==> config.mk <==
export PLATFORM = sky130hd
export DESIGN_NAME = i2cCfgRegs
export DESIGN_NICKNAME = d
export VERILOG_FILES = /design/src/rtl/cfgI2cPkg.sv /design/src/rtl/cfgI2cCtrl.sv /design/src/rtl/cfgI2cRegs.sv /design/src/rtl/i2cCfgRegs.sv
export SDC_FILE = /design/constraint.sdc
export NUM_CORES = 1
export LEC_CHECK = 0
export BUFFER_PORTS_ARGS = -buffer_cell sky130_fd_sc_hd__buf_2
export CORE_MARGIN = 2
export CORE_UTILIZATION = 50
export CTS_CLUSTER_DIAMETER = 40
export DETAILED_ROUTE_END_ITERATION = 8
export PLACE_DENSITY = 0.7
export REMOVE_ABC_BUFFERS = 1
export SKIP_CTS_REPAIR_TIMING = 1
export SLEW_MARGIN = 15
export SYNTH_ARGS = -nofsm -noshare
export SYNTH_HDL_FRONTEND = slang
export SYNTH_HIERARCHICAL = 1
export SYNTH_SLANG_ARGS = --single-unit
==> constraint.sdc <==
create_clock -name clk -period 3.31 [get_ports clk]
set_clock_uncertainty 0.2 [all_clocks]
set_input_delay 0.4965 -clock clk [delete_from_list [all_inputs] [get_ports clk]]
set_output_delay 0.4965 -clock clk [all_outputs]
set_load 0.05 [all_outputs]
==> src/rtl/cfgI2cPkg.sv <==
package cfgI2cPkg;

  typedef enum logic [3:0] {
    ST_IDLE, ST_HDR, ST_HDR_ACK, ST_PTR, ST_PTR_ACK,
    ST_WDATA, ST_WDATA_ACK, ST_TX, ST_TX_ACK, ST_WAIT
  } ctrlState_e;

  // strobes from the bus control to the register datapath
  typedef struct packed {
    logic       setPtr;
    logic       wrEn;
    logic       rdAdv;
    logic [7:0] byteVal;
  } regStrobe_t;

  function automatic logic [7:0] regDefault(input int idx);
    case (idx)
      0: return 8'h32;
      1: return 8'hA1;
      2: return 8'h3E;
      3: return 8'h3E;
      4: return 8'hFF;
      5: return 8'h09;
      default: return 8'h00;
    endcase
  endfunction

  // writable bit mask per register; cleared bits are reserved
  function automatic logic [7:0] regMask(input int idx);
    case (idx)
      0: return 8'hF3;
      1: return 8'hB5;
      2, 3, 4: return 8'hFF;
      5: return 8'h0F;
      default: return 8'h00;
    endcase
  endfunction

endpackage

==> src/rtl/cfgI2cCtrl.sv <==
module cfgI2cCtrl
  import cfgI2cPkg::*;
#(
  parameter logic [6:0] DEV_ADDR    = 7'h13,
  parameter int         SYNC_STAGES = 2
) (
  input  logic       clk,
  input  logic       pwrDownN,
  input  logic       sclIn,
  input  logic       sdaIn,
  input  logic [7:0] rdData,
  output logic       sdaDrvLow,
  output regStrobe_t stb
);

  logic [SYNC_STAGES-1:0] sclSync, sdaSync;
  logic sclPrev, sdaPrev;
  logic sclS, sdaS;
  logic sclRise, sclFall, startDet, stopDet;

  ctrlState_e state;
  logic [3:0] bitCnt;
  logic [7:0] shiftIn, txShift;
  logic       rwBit, mAck, driveLow;

  always_ff @(posedge clk or negedge pwrDownN) begin
    if (!pwrDownN) begin
      sclSync <= '1;
      sdaSync <= '1;
      sclPrev <= 1'b1;
      sdaPrev <= 1'b1;
    end else begin
      sclSync <= {sclSync[SYNC_STAGES-2:0], sclIn};
      sdaSync <= {sdaSync[SYNC_STAGES-2:0], sdaIn};
      sclPrev <= sclS;
      sdaPrev <= sdaS;
    end
  end

  assign sclS     = sclSync[SYNC_STAGES-1];
  assign sdaS     = sdaSync[SYNC_STAGES-1];
  assign sclRise  = sclS & ~sclPrev;
  assign sclFall  = ~sclS & sclPrev;
  assign startDet = sclS & sclPrev & sdaPrev & ~sdaS;
  assign stopDet  = sclS & sclPrev & ~sdaPrev & sdaS;

  always_ff @(posedge clk or negedge pwrDownN) begin
    if (!pwrDownN) begin
      state    <= ST_IDLE;
      bitCnt   <= '0;
      shiftIn  <= '0;
      txShift  <= '0;
      rwBit    <= 1'b0;
      mAck     <= 1'b0;
      driveLow <= 1'b0;
      stb      <= '0;
    end else begin
      stb <= '0;
      if (startDet) begin
        state    <= ST_HDR;
        bitCnt   <= '0;
        driveLow <= 1'b0;
      end else if (stopDet) begin
        state    <= ST_IDLE;
        driveLow <= 1'b0;
      end else begin
        case (state)
          ST_HDR, ST_PTR, ST_WDATA: begin
            if (sclRise && bitCnt < 4'd8) begin
              shiftIn <= {shiftIn[6:0], sdaS};
              bitCnt  <= bitCnt + 4'd1;
            end else if (sclFall && bitCnt == 4'd8) begin
              bitCnt <= '0;
              case (state)
                ST_HDR: begin
                  if (shiftIn[7:1] == DEV_ADDR) begin
                    driveLow <= 1'b1;
                    rwBit    <= shiftIn[0];
                    state    <= ST_HDR_ACK;
                  end else begin
                    state <= ST_IDLE;
                  end
                end
                ST_PTR: begin
                  driveLow    <= 1'b1;
                  stb.setPtr  <= 1'b1;
                  stb.byteVal <= shiftIn;
                  state       <= ST_PTR_ACK;
                end
                default: begin
                  driveLow    <= 1'b1;
                  stb.wrEn    <= 1'b1;
                  stb.byteVal <= shiftIn;
                  state       <= ST_WDATA_ACK;
                end
              endcase
            end
          end
          ST_HDR_ACK: begin
            if (sclFall) begin
              if (rwBit) begin
                txShift   <= rdData;
                driveLow  <= ~rdData[7];
                stb.rdAdv <= 1'b1;
                bitCnt    <= '0;
                state     <= ST_TX;
              end else begin
                driveLow <= 1'b0;
                state    <= ST_PTR;
              end
            end
          end
          ST_PTR_ACK, ST_WDATA_ACK: begin
            if (sclFall) begin
              driveLow <= 1'b0;
              state    <= ST_WDATA;
            end
          end
          ST_TX: begin
            if (sclFall) begin
              if (bitCnt == 4'd7) begin
                driveLow <= 1'b0;
                state    <= ST_TX_ACK;
              end else begin
                txShift  <= {txShift[6:0], 1'b0};
                driveLow <= ~txShift[6];
                bitCnt   <= bitCnt + 4'd1;
              end
            end
          end
          ST_TX_ACK: begin
            if (sclRise) mAck <= ~sdaS;
            else if (sclFall) begin
              if (mAck) begin
                txShift   <= rdData;
                driveLow  <= ~rdData[7];
                stb.rdAdv <= 1'b1;
                bitCnt    <= '0;
                state     <= ST_TX;
              end else begin
                state <= ST_WAIT;
              end
            end
          end
          default: ;
        endcase
      end
    end
  end

  assign sdaDrvLow = driveLow;

  AST_STOP_RELEASE: assert property (@(posedge clk) disable iff (!pwrDownN)
    stopDet |=> !sdaDrvLow);
  AST_START_RESTART: assert property (@(posedge clk) disable iff (!pwrDownN)
    startDet |=> (!sdaDrvLow && state == ST_HDR));
  AST_ONE_STROBE: assert property (@(posedge clk) disable iff (!pwrDownN)
    $countones({stb.setPtr, stb.wrEn, stb.rdAdv}) <= 1);

endmodule

==> src/rtl/cfgI2cRegs.sv <==
module cfgI2cRegs
  import cfgI2cPkg::*;
#(
  parameter int NUM_REGS = 6,
  parameter int PTR_W    = 5
) (
  input  logic                  clk,
  input  logic                  pwrDownN,
  input  regStrobe_t            stb,
  output logic [7:0]            rdData,
  output logic [NUM_REGS*8-1:0] regFlat
);

  localparam logic [PTR_W-1:0] LAST_PTR = PTR_W'(NUM_REGS - 1);

  logic [PTR_W-1:0] ptr;

  always_ff @(posedge clk or negedge pwrDownN) begin
    if (!pwrDownN) ptr <= '0;
    else if (stb.setPtr) ptr <= stb.byteVal[PTR_W-1:0];
    else if (stb.wrEn || stb.rdAdv) ptr <= (ptr == LAST_PTR) ? '0 : ptr + 1'b1;
  end

  for (genvar i = 0; i < NUM_REGS; i++) begin : gReg
    logic [7:0] q;
    always_ff @(posedge clk or negedge pwrDownN) begin
      if (!pwrDownN) q <= regDefault(i);
      else if (stb.wrEn && ptr == PTR_W'(i)) q <= stb.byteVal & regMask(i);
    end
    assign regFlat[i*8 +: 8] = q;

    AST_RSVD_ZERO: assert property (@(posedge clk) disable iff (!pwrDownN)
      (q & ~regMask(i)) == 8'h00);
  end

  always_comb begin
    rdData = 8'h00;
    for (int i = 0; i < NUM_REGS; i++)
      if (ptr == PTR_W'(i)) rdData = regFlat[i*8 +: 8];
  end

  AST_PTR_WRAP: assert property (@(posedge clk) disable iff (!pwrDownN)
    ((stb.wrEn || stb.rdAdv) && !stb.setPtr && ptr == LAST_PTR) |=> ptr == '0);
  AST_UNMAPPED_DISCARD: assert property (@(posedge clk) disable iff (!pwrDownN)
    (stb.wrEn && ptr > LAST_PTR) |=> $stable(regFlat));

endmodule

==> src/rtl/i2cCfgRegs.sv <==
module i2cCfgRegs
  import cfgI2cPkg::*;
#(
  parameter int         NUM_REGS    = 6,
  parameter int         PTR_W       = 5,
  parameter logic [6:0] DEV_ADDR    = 7'h13,
  parameter int         SYNC_STAGES = 2
) (
  input  logic                  clk,
  input  logic                  pwrDownN,
  input  logic                  sclIn,
  input  logic                  sdaIn,
  output logic                  sdaDrvLow,
  output logic [NUM_REGS*8-1:0] regOut
);

  regStrobe_t stb;
  logic [7:0] rdData;

  cfgI2cCtrl #(.DEV_ADDR(DEV_ADDR), .SYNC_STAGES(SYNC_STAGES)) u_ctrl (
    .clk(clk), .pwrDownN(pwrDownN), .sclIn(sclIn), .sdaIn(sdaIn),
    .rdData(rdData), .sdaDrvLow(sdaDrvLow), .stb(stb)
  );

  cfgI2cRegs #(.NUM_REGS(NUM_REGS), .PTR_W(PTR_W)) u_regs (
    .clk(clk), .pwrDownN(pwrDownN), .stb(stb),
    .rdData(rdData), .regFlat(regOut)
  );

endmodule

* Word-level counts from Yosys, hierarchy flattened
Index checks and enable logic that the tools add are counted.
Word-level totals: flip-flop bits (word level) 87, input bits 4, output and inout port bits 49
Cells by class: add/sub/neg operators 2, magnitude comparators 1, eq/ne operators 42, muxes and demuxes 76, bitwise logic cells 16, reductions and logical operators 24
Operators with widths (number):
- $mux W4 | 22
- $mux W8 | 10
- $mux W7 | 7
- $ne A4 B1 Y1 const B | 8
- $reduce_and A10 Y1 | 3
- $mux W11 | 2
- $mux W1 | 21
- $pmux W7 S3 | 1
- $eq A4 B3 Y1 const B | 5
- $pmux W4 S5 | 1
- $pmux W4 S4 | 1
- $mux W5 | 3
- $ne A3 B1 Y1 const B | 5
- $ne A2 B1 Y1 const B | 6
- $eq A5 B2 Y1 const B | 2
- $eq A5 B3 Y1 const B | 2
- $not A1 Y1 | 9
- $reduce_and A9 Y1 | 1
- $eq A4 B2 Y1 const B | 2
- $eq A4 B4 Y1 const B | 2
- $logic_and A1 B1 Y1 | 8
- $mux W2 | 4
- $reduce_and A4 Y1 | 2
- $and A1 B1 Y1 | 7
- other kinds (25) | 27

* Logic depth before layout (Yosys ltp)
Gate-level depths: netlist (run 1).
word-level depth 14, gate-level depth with buffers 12, gate-level depth less buffers 11

* Hierarchy
Netlist (run 1), hierarchy kept.
Modules (own cells, without submodules):
- cfgI2cRegs | times used 1, cells each 188, area an instance 2344.7 µm²
- cfgI2cCtrl | times used 1, cells each 192, area an instance 2122.0 µm²

* Worst setup path before layout (run 1)
Ideal clock, no wire load.
path kind register to register, start point register u_regs.ptr[0], end point register u_ctrl.driveLow (netlist: u_ctrl/sdaDrvLow), arrival time 2.009 ns, required time 2.981 ns, path slack 0.973 ns, cell stages (with the launch flop) 13, buffers on the path 1, period minus slack after synthesis 2.337 ns, cells stage by stage dfrtp_1 inv_1 ha_1 clkbuf_1 and4bb_2 nor2b_1 o2bb2ai_1 nand2b_1 a22oi_1 o21ai_0 o21ai_0 mux2i_1 nor2_1
Between the ends: word-level cells in the longest chain between the ends 14, elaborated cells between the ends (all ways) 21, those cells by class eq/ne (5); mux (14); bitwise (1); reduce/logical (1)
Ends and longest elaborated chain:
- start: declaration | line cfgI2cRegs.sv:16 | logic [PTR_W-1:0] ptr;
- start signal: assignment | line cfgI2cRegs.sv:20 | else if (stb.setPtr) ptr <= stb.byteVal[PTR_W-1:0];
- start signal: assignment | line cfgI2cRegs.sv:21 | else if (stb.wrEn || stb.rdAdv) ptr <= (ptr == LAST_PTR) ? '0 : ptr + 1'b1;
- $logic_not A5 Y1 | line cfgI2cRegs.sv:39 | if (ptr == PTR_W'(i)) rdData = regFlat[i*8 +: 8];
- $mux W8 (5 in series) | line cfgI2cRegs.sv:39
- $mux W8 (*) | line cfgI2cRegs.sv:39
- via rdData[7] | line i2cCfgRegs.sv:18 | logic [7:0] rdData;
- $not A1 Y1 (*) | line cfgI2cCtrl.sv:103, cfgI2cCtrl.sv:136
- $mux W1 | line cfgI2cCtrl.sv:134 | if (mAck) begin
- $mux W1 | line cfgI2cCtrl.sv:133 | else if (sclFall) begin
- $mux W1 | line cfgI2cCtrl.sv:132 | if (sclRise) mAck <= ~sdaS;
- $pmux W1 S5 (*) | line cfgI2cCtrl.sv:67 | case (state)
- $mux W1 (*) | line cfgI2cCtrl.sv:63 | end else if (stopDet) begin
- $mux W1 (*) | line cfgI2cCtrl.sv:59 | if (startDet) begin
- end signal: assignment | line cfgI2cCtrl.sv:103 | driveLow <= ~rdData[7];
- end signal: assignment | line cfgI2cCtrl.sv:126 | driveLow <= ~txShift[6];
- end signal: assignment | line cfgI2cCtrl.sv:136 | driveLow <= ~rdData[7];
- end: declaration | line cfgI2cCtrl.sv:24 | logic rwBit, mAck, driveLow;
The timed path passes the listed nets; every way through them passes the cells marked *. The select of a mux whose other input is x is not followed. A chain may end at the register's enable or synchronous reset.

* Final worst setup path (run 1)
Same ends and word-level chain as after synthesis.

==> metrics, run 1 <==
status=complete, but fails checks; failing checks=negative hold slack; Routability Congestion=0.8895; TritonRoute pass-1 iters=5; flop2flop setup slack=660 ps; reg2reg start=u_regs/ptr[0]$_DFFE_PN0P_; vias per inst=5.942; Port Buf Inserts=43; CTS buffer count=9; WP data arrival=2680 ps; largest net degree at the start of global routing=88; Boundary Pins=53; First DRT Iteration DRCs=235; vias in the first global route=2927; Ys Warns=6; grt total ovfl=0; # fillers=716; hold_ws=-42.69 ps; area leader, netlist=dfrtp_1; Area Overhead vs Synth=10.28%; VDD IR max=0.2324 mV; synthesized instance count=380; Initial Util=0.5147; Seq/Total Area, Yosys=0.4964; cell repeated most along the worst path=o21ai_0; layout cell share with drive strength beyond 1=0.3859; ANT nets after route=0; total die area=9705 um^2; Worst R2R Path Depth=11; Crit path largest cell delay=450 ps; total power=2152 uW; Period Utilization, post-route=0.8003; max cap viols=0; Yosys reg bits=87; cell area power density=436.8 nW/um^2; critical path peak fanout=10; reg2reg end=u_ctrl/sdaDrvLow$_DFFE_PN0P_; syn_area_per_cell=11.75 um^2; Hold Vio Cnt, Final=7; Static Leak=0.002318 uW; most frequent cells after synthesis=55 x dfrtp_1, 48 x mux2_2, 32 x dfstp_2; RSZ-0062 raised after global routing=no; Die Wd=98.52 um; critical path endpoint category=flop; DRC Markers=0; wire per inst=17.89 um; Top FF cell, synth=dfrtp_1; # H-tree levels=3; most frequent cell after synthesis=dfrtp_1; post-layout min period=2649 ps; Worst Path Buf+Inv=1; initial antenna violation count=0; first-pass GRT wire length=15730 um; clk_lat worst skew=360 ps; CP startpoint kind=flop; # diodes=0; total number of vias=3167; Worst-Margin Slew=775.1 ps; unique cell type count in the Yosys netlist=73; pins over their slew limit=0; die height=98.52 um; setup-violating endpoint count in the final report=0; clock sinks=87; CP delay by family, top=simple AND/OR/NAND/NOR gates; layout net count=430; Worst EP required=3340 ps; Routed WL=9534 um; Clock Path Buffers=2; Mapped Area=4467 um^2; Post-synth ARST share=1.000; core area=8678 um^2; Worst path slowest cell=dfrtp_1; post-DP HPWL=6823 um; worst hold path type=input port to asynchronous set/reset pin; clk root buf=clkbuf_8; Rows=34; CP Cell Sequence=inv_1 -> ha_1 -> and4bb_2 -> nor2b_1 -> o2bb2ai_1 -> nand2b_1 -> a22oi_1 -> o21ai_0 -> o21ai_0 -> mux2i_1 -> nor2_1; Synth area leaders=dfrtp_1 31%, dfstp_2 19%, mux2_2 12%; GRT Util Overall=0.2045; fmax=377.5 MHz; worst slew margin relative to its limit=0.4699; Synth top area share=0.3081; CTS tree=built; clock transition at the registers of the reported paths=90 ps; WS Path Type=flop to flop; number of flops mapped to enable cells by yosys=0; final setup TNS=0 ps
worst max-delay path by stage:
stage	start	end	slack, ps	cells after the start
finish	u_regs/ptr[0]$_DFFE_PN0P_	u_ctrl/sdaDrvLow$_DFFE_PN0P_	660	11
global route	u_regs/ptr[0]$_DFFE_PN0P_	u_ctrl/sdaDrvLow$_DFFE_PN0P_	460	11
CTS	u_regs/ptr[0]$_DFFE_PN0P_	u_ctrl/sdaDrvLow$_DFFE_PN0P_	680	11
detailed placement	u_regs/ptr[0]$_DFFE_PN0P_	u_ctrl/sdaDrvLow$_DFFE_PN0P_	690	11
global placement	u_regs/ptr[0]$_DFFE_PN0P_	u_ctrl/sdaDrvLow$_DFFE_PN0P_	810	11
floorplan	u_regs/ptr[1]$_DFFE_PN0P_	u_regs/gReg[5].q[1]$_DFFE_PN0P_	810	5
cells in the final DEF (no fill, tap or decap), types with 6 or more instances in the layout:
cell	netlist	routed
clkbuf_8	0	10
and2_1	10	10
nand2_1	21	21
and3b_1	6	6
nor2_1	16	16
mux2_2	48	48
mux2i_1	9	9
a21oi_1	12	12
dfstp_2	32	32
nand2b_1	8	8
nand3_1	7	7
ha_1	6	6
conb_1	1	9
o21ai_1	10	10
inv_1	8	8
dfrtp_1	55	55
buf_2	8	42
o21ai_0	11	11
nor4bb_1	6	6
worst register-to-register path, delay by kind of cell (launching register included):
kind / cells / cell delay (ps)
mux: 1 / 130
buf+inv: 1 / 110
fa+ha+maj: 1 / 330
compound gates: 4 / 520
flops: 1 / 450
simple gates: 4 / 810
registers in the layout (all words and copies together), names as in the netlist:
signal,cells
u_ctrl/txShift,7
u_ctrl/sclPrev,1
u_regs/ptr,5
u_ctrl/shiftIn,8
u_ctrl/stb,11
u_ctrl/rwBit,1
u_ctrl/sdaPrev,1
u_ctrl/state,4
u_ctrl/bitCnt,4
u_ctrl/sdaDrvLow,1
u_regs/gReg.q,39
u_ctrl/sdaSync,2
u_ctrl/sclSync,2
u_ctrl/mAck,1
power breakdown:
group          internal, uW  switching (uW)  total, uW
registers              1120            57.9       1180
clock network           443             374        817
logic                  66.9            92.5        159
stage by stage:
stage | instance area (um^2) | hold WS (ps) | instances | util | setup slack [ps]
2_1_floorplan | 4325 | 0.9090 | 363 | - | 807.1
3_3_place_gp | 4701 | 148.3 | 517 | 0.5417 | 806.8
3_5_place_dp | 4701 | 147.9 | 517 | 0.5417 | 685.2
4_1_cts | 4922 | 18.31 | 533 | 0.5672 | 676.0
5_1_grt | 4926 | 15.81 | 533 | 0.5676 | 455.9
6_report | 4926 | -42.69 | 533 | 0.5676 | 661.2
cells by family after synthesis:
group | after synthesis | share of synthesized area
compound gates | 79 | 0.1244
xor+xnor | 3 | 0.005883
fa+ha+maj | 6 | 0.01681
buf+inv | 34 | 0.04594
flops | 87 | 0.4964
mux | 57 | 0.1412
other cells | 1 | 0.0008395
simple gates | 113 | 0.1686
cell type report:
cell class	count	area, um^2	area share
clock buffers	10	137.6	0.02794
clock inverters	6	83.83	0.01702
inverters	9	33.78	0.006858
multi-input cells	267	2074	0.4211
flip-flops and latches	87	2217	0.4501
well taps	108	135.1	0.02743
repair buffers	46	244.0	0.04953
routing by layer:
layer	global-route usage	part of all wire
met5	0	0
met4	0.06006	0.012
met3	0.03050	0.048
met2	0.3093	0.47
met1	0.3079	0.47
No activity file was read; power rests on OpenSTA's default activity.
==> run 2: changes to the inputs <==
--- a/config.mk
+++ b/config.mk
@@ -5,6 +5,7 @@
 export SDC_FILE = /design/constraint.sdc
 export NUM_CORES = 1
 export LEC_CHECK = 0
+export ABC_AREA = 1
 export BUFFER_PORTS_ARGS = -buffer_cell sky130_fd_sc_hd__buf_2
 export CORE_MARGIN = 2
 export CORE_UTILIZATION = 50
==> constraint.sdc (replaced) <==
create_clock -name clk -period 2.7 [get_ports clk]
set_clock_uncertainty 0.2 [all_clocks]
set_input_delay 0.405 -clock clk [delete_from_list [all_inputs] [get_ports clk]]
set_output_delay 0.405 -clock clk [all_outputs]
set_load 0.05 [all_outputs]
==> run 2 against run 1 <==
The flow now finishes without violations. First-iteration DRC count rose by 12%. Hold slack improved by 200 ps. Area after synthesis rose by 3.8%. Critical path depth rose by 4. Clock-buffer cell count rose by 1. Wire length rose by 16%. Sequential cell count did not move. Sequential power rose by 30%. Worst setup slack got worse by 170 ps. Non-clock buffer count rose by 2. Combinational power rose to 7.4 times the previous value. Final area rose by 4.1%. Largest cell class unchanged. Largest power group unchanged.
==> metrics, run 2 <==
status=finished clean; total power=3689 uW (+71%); largest registers=u_regs/gReg.q: 39 flops, u_ctrl/stb: 11 flops, u_ctrl/shiftIn: 8 flops; WP data arrival=2250 ps (-430 ps); worst hold path type=flop to flop; Routed WL=11030 um (+16%); WS Path Type=flop to flop; first-pass GRT wire length=18000 um (+14%); Area Overhead vs Synth=10.61%; Clock Path Buffers=2 (unchanged); pins over their slew limit=0 (unchanged); P_sw=1401 uW (+170%); sequential share of power=0.414 (-0.132); critical path endpoint category=flop; Synth top area share=0.2970 (-0.01115); Ys Warns=6 (unchanged); Worst Path Buf+Inv=3 (+2); fmax=452.3 MHz (+20%); Initial Util=0.5088 (-0.005915); TritonRoute pass-1 iters=5 (unchanged); clk root buf=clkbuf_8; Top FF cell, synth=dfrtp_1; Routability Congestion=0.9951 (+12%); total number of vias=3961 (+25%); Logic pwr share=0.317 (+0.243); syn_area_per_cell=7.855 um^2 (-33%); Clk pwr share=0.270 (-0.110); Largest register FFs=39 (unchanged); grt total ovfl=0 (unchanged); total die area=10060 um^2 (+3.6%); Boundary Pins=53 (unchanged); Crit path largest cell delay=430 ps (-20 ps); most frequent cells after synthesis=180 x nand2_1, 61 x inv_1, 55 x dfrtp_1; RSZ-0062 raised after global routing=no; worst slew margin relative to its limit=0.6375 (+0.1676); Rows=35 (+2.9%); most frequent cell after synthesis=nand2_1; Yosys reg bits=87 (unchanged); Worst-Margin Slew=543.8 ps (-231.3 ps); Mapped Area=4634 um^2 (+3.8%); # H-tree levels=3 (unchanged); cell area power density=719.6 nW/um^2 (+65%); Die Wd=100.3 um (+1.8%); commonest non-fill, non-tap cell in the layout=nand2_1; Pint=2288 uW (+41%); setup-violating endpoint count in the final report=0 (unchanged); Worst R2R Path Depth=15 (+4); VDD IR max=0.3451 mV (+48%); post-DP HPWL=8253 um (+21%); # fillers=854 (+19%); synthesized instance count=590 (+55%); CP startpoint kind=flop; cell count along the critical path=15 (+4); core area=9109 um^2 (+5.0%); Worst Hold Depth=0; CP Cell Sequence=inv_1 -> ha_1 -> inv_1 -> nor2_1 -> nand2_1 -> inv_1 -> nand2_1 -> nand3_1 -> nand3_1 -> a21oi_1 -> a21oi_1 -> nor2_1 -> nor2_1 -> nand2_1 -> nand2_1; clock transition at the registers of the reported paths=90 ps (about the same); die height=100.3 um (+1.8%); largest net degree at the start of global routing=45 (-49%); CTS buffer count=9 (unchanged); post-layout min period=2211 ps (-437.7 ps); area leader, netlist=dfrtp_1; most frequent cells in the layout=180 x nand2_1, 61 x inv_1, 55 x dfrtp_1, 52 x o21ai_0, 47 x nor2_1; final setup TNS=0 ps (unchanged); layout cell share with drive strength beyond 1=0.1947 (-0.1912); cell repeated most along the worst path=nand2_1; CP delay by family, top=simple AND/OR/NAND/NOR gates; Hold Vio Cnt, Final=0 (-7); Period Utilization, post-route=0.8189 (+0.01869); initial antenna violation count=0 (unchanged); layout net count=647 (+50%); GRT Util Overall=0.2305 (+0.02600); fraction of power spent switching nets=0.3797 (+0.1361); Seq/Total Area, Yosys=0.4784 (-0.01796); unique cell type count in the Yosys netlist=35 (-52%); most flop-heavy register=u_regs/gReg.q; First DRT Iteration DRCs=263 (+12%); Post-synth ARST share=1.000 (unchanged); ANT nets after route=0 (unchanged); Worst path slowest cell=dfrtp_1; vias per inst=5.260 (-11%); # diodes=0 (unchanged); clock sinks=87 (unchanged); vias in the first global route=3659 (+25%); Port Buf Inserts=43 (unchanged); Static Leak=0.002509 uW (+8.2%); number of flops mapped to enable cells by yosys=0 (unchanged); wire per inst=14.64 um (-18%); final core utilization=0.5628 (-0.004843); max cap viols=0 (unchanged); clk_lat worst skew=350 ps (about the same); Synth area leaders=dfrtp_1 30%, dfstp_2 18%, nand2_1 15%; CTS tree=built; Worst EP required=2740 ps (-600 ps); critical path peak fanout=6 (-4); DRC Markers=0 (unchanged)
run 2: changes by cell type in the layout (fill, tap and decap cells not counted), sizes merged, moves of 6 or more:
cell,change
nor3,+8
nor2,+40
nand4,+7
nor4bb,-6
and2,-10
nand2,+168
o21ai,+53
inv,+58
nand3,+34
and3b,-6
mux2i,-9
mux2,-48
nand2b,-9
run 2: cell type report:
type,count,area [um^2],share of cell area
Sequential cell,87,2217,0.4325
Multi-Input combinational cell,424,2026,0.3952
Timing Repair Buffer,48,275.3,0.05370
Inverter,67,255.2,0.04979
Tap cell,111,138.9,0.02709
Clock buffer,11,131.4,0.02563
Clock inverter,5,82.58,0.01611
run 2: metrics by stage:
step / hold WS [ps] / setup WS [ps] / instances / cell area, um^2
detailed placement: 147.8 / 525.6 / 734 / 4882
global placement: 148.0 / 590.0 / 734 / 4882
global route: 164.8 / 267.3 / 753 / 5126
finish: 160.0 / 488.9 / 753 / 5126
floorplan: -90.59 / 778.8 / 578 / 4498
CTS: -153.1 / 510.7 / 750 / 5096
run 2: path summary, 6_finish.rpt:
check	slack, ps	start	endpoint
setup / recovery	490	u_regs/ptr[1]$_DFFE_PN0P_	u_ctrl/sdaDrvLow$_DFFE_PN0P_
max in group asynchronous	1260	pwrDownN	u_regs/gReg[3].q[3]$_DFFE_PN1P_
setup reg to reg	490	u_regs/ptr[1]$_DFFE_PN0P_	u_ctrl/sdaDrvLow$_DFFE_PN0P_
hold / removal	160	u_ctrl/sclSync[0]$_DFF_PN1_	u_ctrl/sclSync[1]$_DFF_PN1_
min in group asynchronous	380	pwrDownN	u_regs/gReg[0].q[0]$_DFFE_PN0P_
hold reg to reg	160	u_ctrl/sclSync[0]$_DFF_PN1_	u_ctrl/sclSync[1]$_DFF_PN1_
run 2: cells by family after synthesis:
| logic type | Yosys count | synth area share |
|---|---|---|
| DFF | 87 | 0.4784 |
| xor gates and xnor gates | 5 | 0.009451 |
| AOI/OAI and AO/OA | 94 | 0.1091 |
| and+or+nand+nor | 310 | 0.2951 |
| adders and majority gates | 6 | 0.01620 |
| buffers and inverters | 87 | 0.09098 |
| other | 1 | 0.0008092 |
run 2: worst reg2reg max path, delay by kind of cell, from the launching register on:
family                   cells  cell delay [ps]
flip-flops                   1              430
AND/OR/NAND/NOR              9              760
AO/OA/AOI/OAI                2              230
buffers and inverters        3              340
adder cells (fa/ha/maj)      1              140
run 2: power groups by stage:
stage / registers, uW / clock network (uW) / logic (uW)
2_1_floorplan: 1540 / 0 / 883
3_3_place_gp: 1540 / 0 / 1140
3_5_place_dp: 1550 / 0 / 1160
4_1_cts: 1530 / 1020 / 1160
5_1_grt: 1540 / 1090 / 1320
6_report: 1530 / 995 / 1170
run 2: layer usage:
layer | wire length [um] | vias up | track usage
met5 | 0 | - | 0
met4 | 159 | 0 | 0.07587
met3 | 582 | 13 | 0.04387
met2 | 5333 | 122 | 0.3939
met1 | 4950 | 1857 | 0.2950
li1 | - | 1969 | -
==> run 3: changes to the inputs <==
--- a/config.mk
+++ b/config.mk
@@ -11,7 +11,7 @@
 export CORE_UTILIZATION = 50
 export CTS_CLUSTER_DIAMETER = 40
 export DETAILED_ROUTE_END_ITERATION = 8
-export PLACE_DENSITY = 0.7
+export PLACE_DENSITY = 0.73
 export REMOVE_ABC_BUFFERS = 1
 export SKIP_CTS_REPAIR_TIMING = 1
 export SLEW_MARGIN = 15
==> constraint.sdc (replaced) <==
create_clock -name clk -period 1.8 [get_ports clk]
set_clock_uncertainty 0.2 [all_clocks]
set_input_delay 0.27 -clock clk [delete_from_list [all_inputs] [get_ports clk]]
set_output_delay 0.27 -clock clk [all_outputs]
set_load 0.05 [all_outputs]
==> run 3 against run 2 <==
The run now ends with negative setup slack left. Worst setup slack got worse by 690 ps. Combinational power rose by 100%. Cell count rose by 9.0%.
==> metrics, run 3 (synthesis gave the netlist of run 2 again) <==
clock transition at the registers of the reported paths=90 ps (about the same); Worst Path Buf+Inv=3 (unchanged); sequential share of power=0.368 (-0.046); fraction of power spent switching nets=0.3904 (+0.01067); failing checks=negative setup slack; most frequent cells in the layout=169 x nand2_1, 62 x buf_4, 53 x dfrtp_1, 49 x inv_1; CP delay by family, top=simple AND/OR/NAND/NOR gates; DRC Markers=0 (unchanged); Die Wd=100.3 um (unchanged); max cap viols=0 (unchanged); Clk pwr share=0.250 (-0.020); largest net degree at the start of global routing=39 (-13%); largest registers=u_regs/gReg.q: 39 flops, u_ctrl/stb: 11 flops, u_ctrl/shiftIn: 8 flops; Port Buf Inserts=43 (unchanged); post-DP HPWL=8883 um (+7.6%); Finished Layout Cells=821 (+9.0%); clock sinks=87 (unchanged); critical path peak fanout=5 (-1); clk root buf=clkbuf_8; # fillers=719 (-16%); CTS tree=built; most flop-heavy register=u_regs/gReg.q; CP Cell Sequence=inv_2 -> ha_4 -> inv_2 -> nor2_4 -> buf_6 -> nand4_1 -> nand2_1 -> nand3_2 -> nand3_1 -> nand2_1 -> nand2_1 -> nand2_1 -> o21ai_0 -> nand2_1 -> o21ai_1; GRT Util Overall=0.2414 (+0.01095); Worst path slowest cell=dfrtp_1; final core utilization=0.6651 (+0.1023); layout cell share with drive strength beyond 1=0.3690 (+0.1743); WS Path Type=flop to flop; final setup TNS=-1803 ps (-1803 ps); pins over their slew limit=0 (unchanged); dpl cells=785 (+6.9%); RSZ-0062 raised after global routing=yes; cell area power density=1028 nW/um^2 (+43%); vias in the first global route=3892 (+6.4%); Period Utilization, post-route=1.109 (+0.2901); P_sw=2430 uW (+74%); commonest non-fill, non-tap cell in the layout=nand2_1; VDD IR max=0.6063 mV (+76%); Hold Vio Cnt, Final=0 (unchanged); worst hold path type=flop to flop; CP startpoint kind=flop; Rows=35 (unchanged); core area=9109 um^2 (unchanged); Initial Util=0.5088 (unchanged); CTS buffer count=9 (unchanged); TritonRoute pass-1 iters=5 (unchanged); # diodes=0 (unchanged); Clock Path Buffers=2 (unchanged); Largest register FFs=39 (unchanged); clk_lat worst skew=350 ps (about the same); Routability Congestion=0.9320 (-6.3%); WP data arrival=2080 ps (-170 ps); setup-violating endpoint count in the final report=17 (+17); # H-tree levels=3 (unchanged); post-layout min period=1996 ps (-214.9 ps); cell repeated most along the worst path=nand2_1; total number of vias=4305 (+8.7%); total die area=10060 um^2 (unchanged); hold_ws=161.3 ps (+1.343 ps); die height=100.3 um (unchanged); Logic pwr share=0.382 (+0.065); initial antenna violation count=0 (unchanged); layout net count=715 (+11%); critical path endpoint category=flop; Static Leak=0.002924 uW (+17%); Area Overhead vs Synth=30.72%; flop2flop setup slack=-200 ps (-690 ps); setup ws final=-196.3 ps (-685.1 ps); Routed WL=12540 um (+14%); wire per inst=15.27 um (+4.3%); ANT nets after route=0 (unchanged); status=complete, but fails checks; vias per inst=5.244 (-0.32%); Worst EP required=1880 ps (-860 ps); first-pass GRT wire length=19000 um (+5.6%); fmax=500.9 MHz (+11%); Pint=3795 uW (+66%); grt total ovfl=0 (unchanged); First DRT Iteration DRCs=245 (-6.8%); Crit path largest cell delay=420 ps (about the same); Boundary Pins=53 (unchanged)
[run 3: routing by layer]
layer	vias up	wire length (um)	track usage	part of all wire
met1	2021	5217	0.3030	0.42
met5	-	0	0	0
li1	2105	-	-	-
met3	26	623	0.03064	0.050
met2	153	6341	0.4295	0.51
met4	0	357	0.08219	0.028
[run 3: worst paths after layout]
kind                       cells past startpoint                              end                   startpoint
max in group asynchronous                      3         u_ctrl/sclPrev$_DFF_PN1_                     pwrDownN
min reg2reg                                    0      u_ctrl/sclSync[1]$_DFF_PN1_  u_ctrl/sclSync[0]$_DFF_PN1_
min in group asynchronous                      2  u_regs/gReg[0].q[0]$_DFFE_PN0P_                     pwrDownN
max reg2reg                                   15    u_ctrl/txShift[1]$_DFFE_PN0P_    u_regs/ptr[0]$_DFFE_PN0P_
min                                            0      u_ctrl/sclSync[1]$_DFF_PN1_  u_ctrl/sclSync[0]$_DFF_PN1_
max                                           15    u_ctrl/txShift[1]$_DFFE_PN0P_    u_regs/ptr[0]$_DFFE_PN0P_
[run 3: cell type report]
class                   count  area (um^2)  area share
flip-flops and latches     87         2220      0.3664
well taps                 111        138.9     0.02292
repair buffers            115        834.6      0.1378
clock inverters             7        102.6     0.01694
multi-input cells         425         2362      0.3899
clock buffers               9        123.9     0.02045
inverters                  67        276.5     0.04564
[run 3: per-stage QoR]
stage | power, uW | area, um^2 | setup slack (ps)
final | 6226 | 6058 | -196.3
after detailed placement | 4284 | 5303 | -208.7
after global routing | 6627 | 6058 | -311.2
after global placement | 4245 | 5303 | -129.7
after floorplan | 3640 | 4498 | -121.2
after CTS | 5854 | 5529 | -242.5
[run 3: power by group through the flow]
stage | sequential [uW] | combinational (uW) | clock, uW
floorplan | 2310 | 1320 | 0
global placement | 2310 | 1940 | 0
detailed placement | 2310 | 1970 | 0
CTS | 2280 | 1980 | 1600
global route | 2310 | 2650 | 1670
finish | 2290 | 2380 | 1560
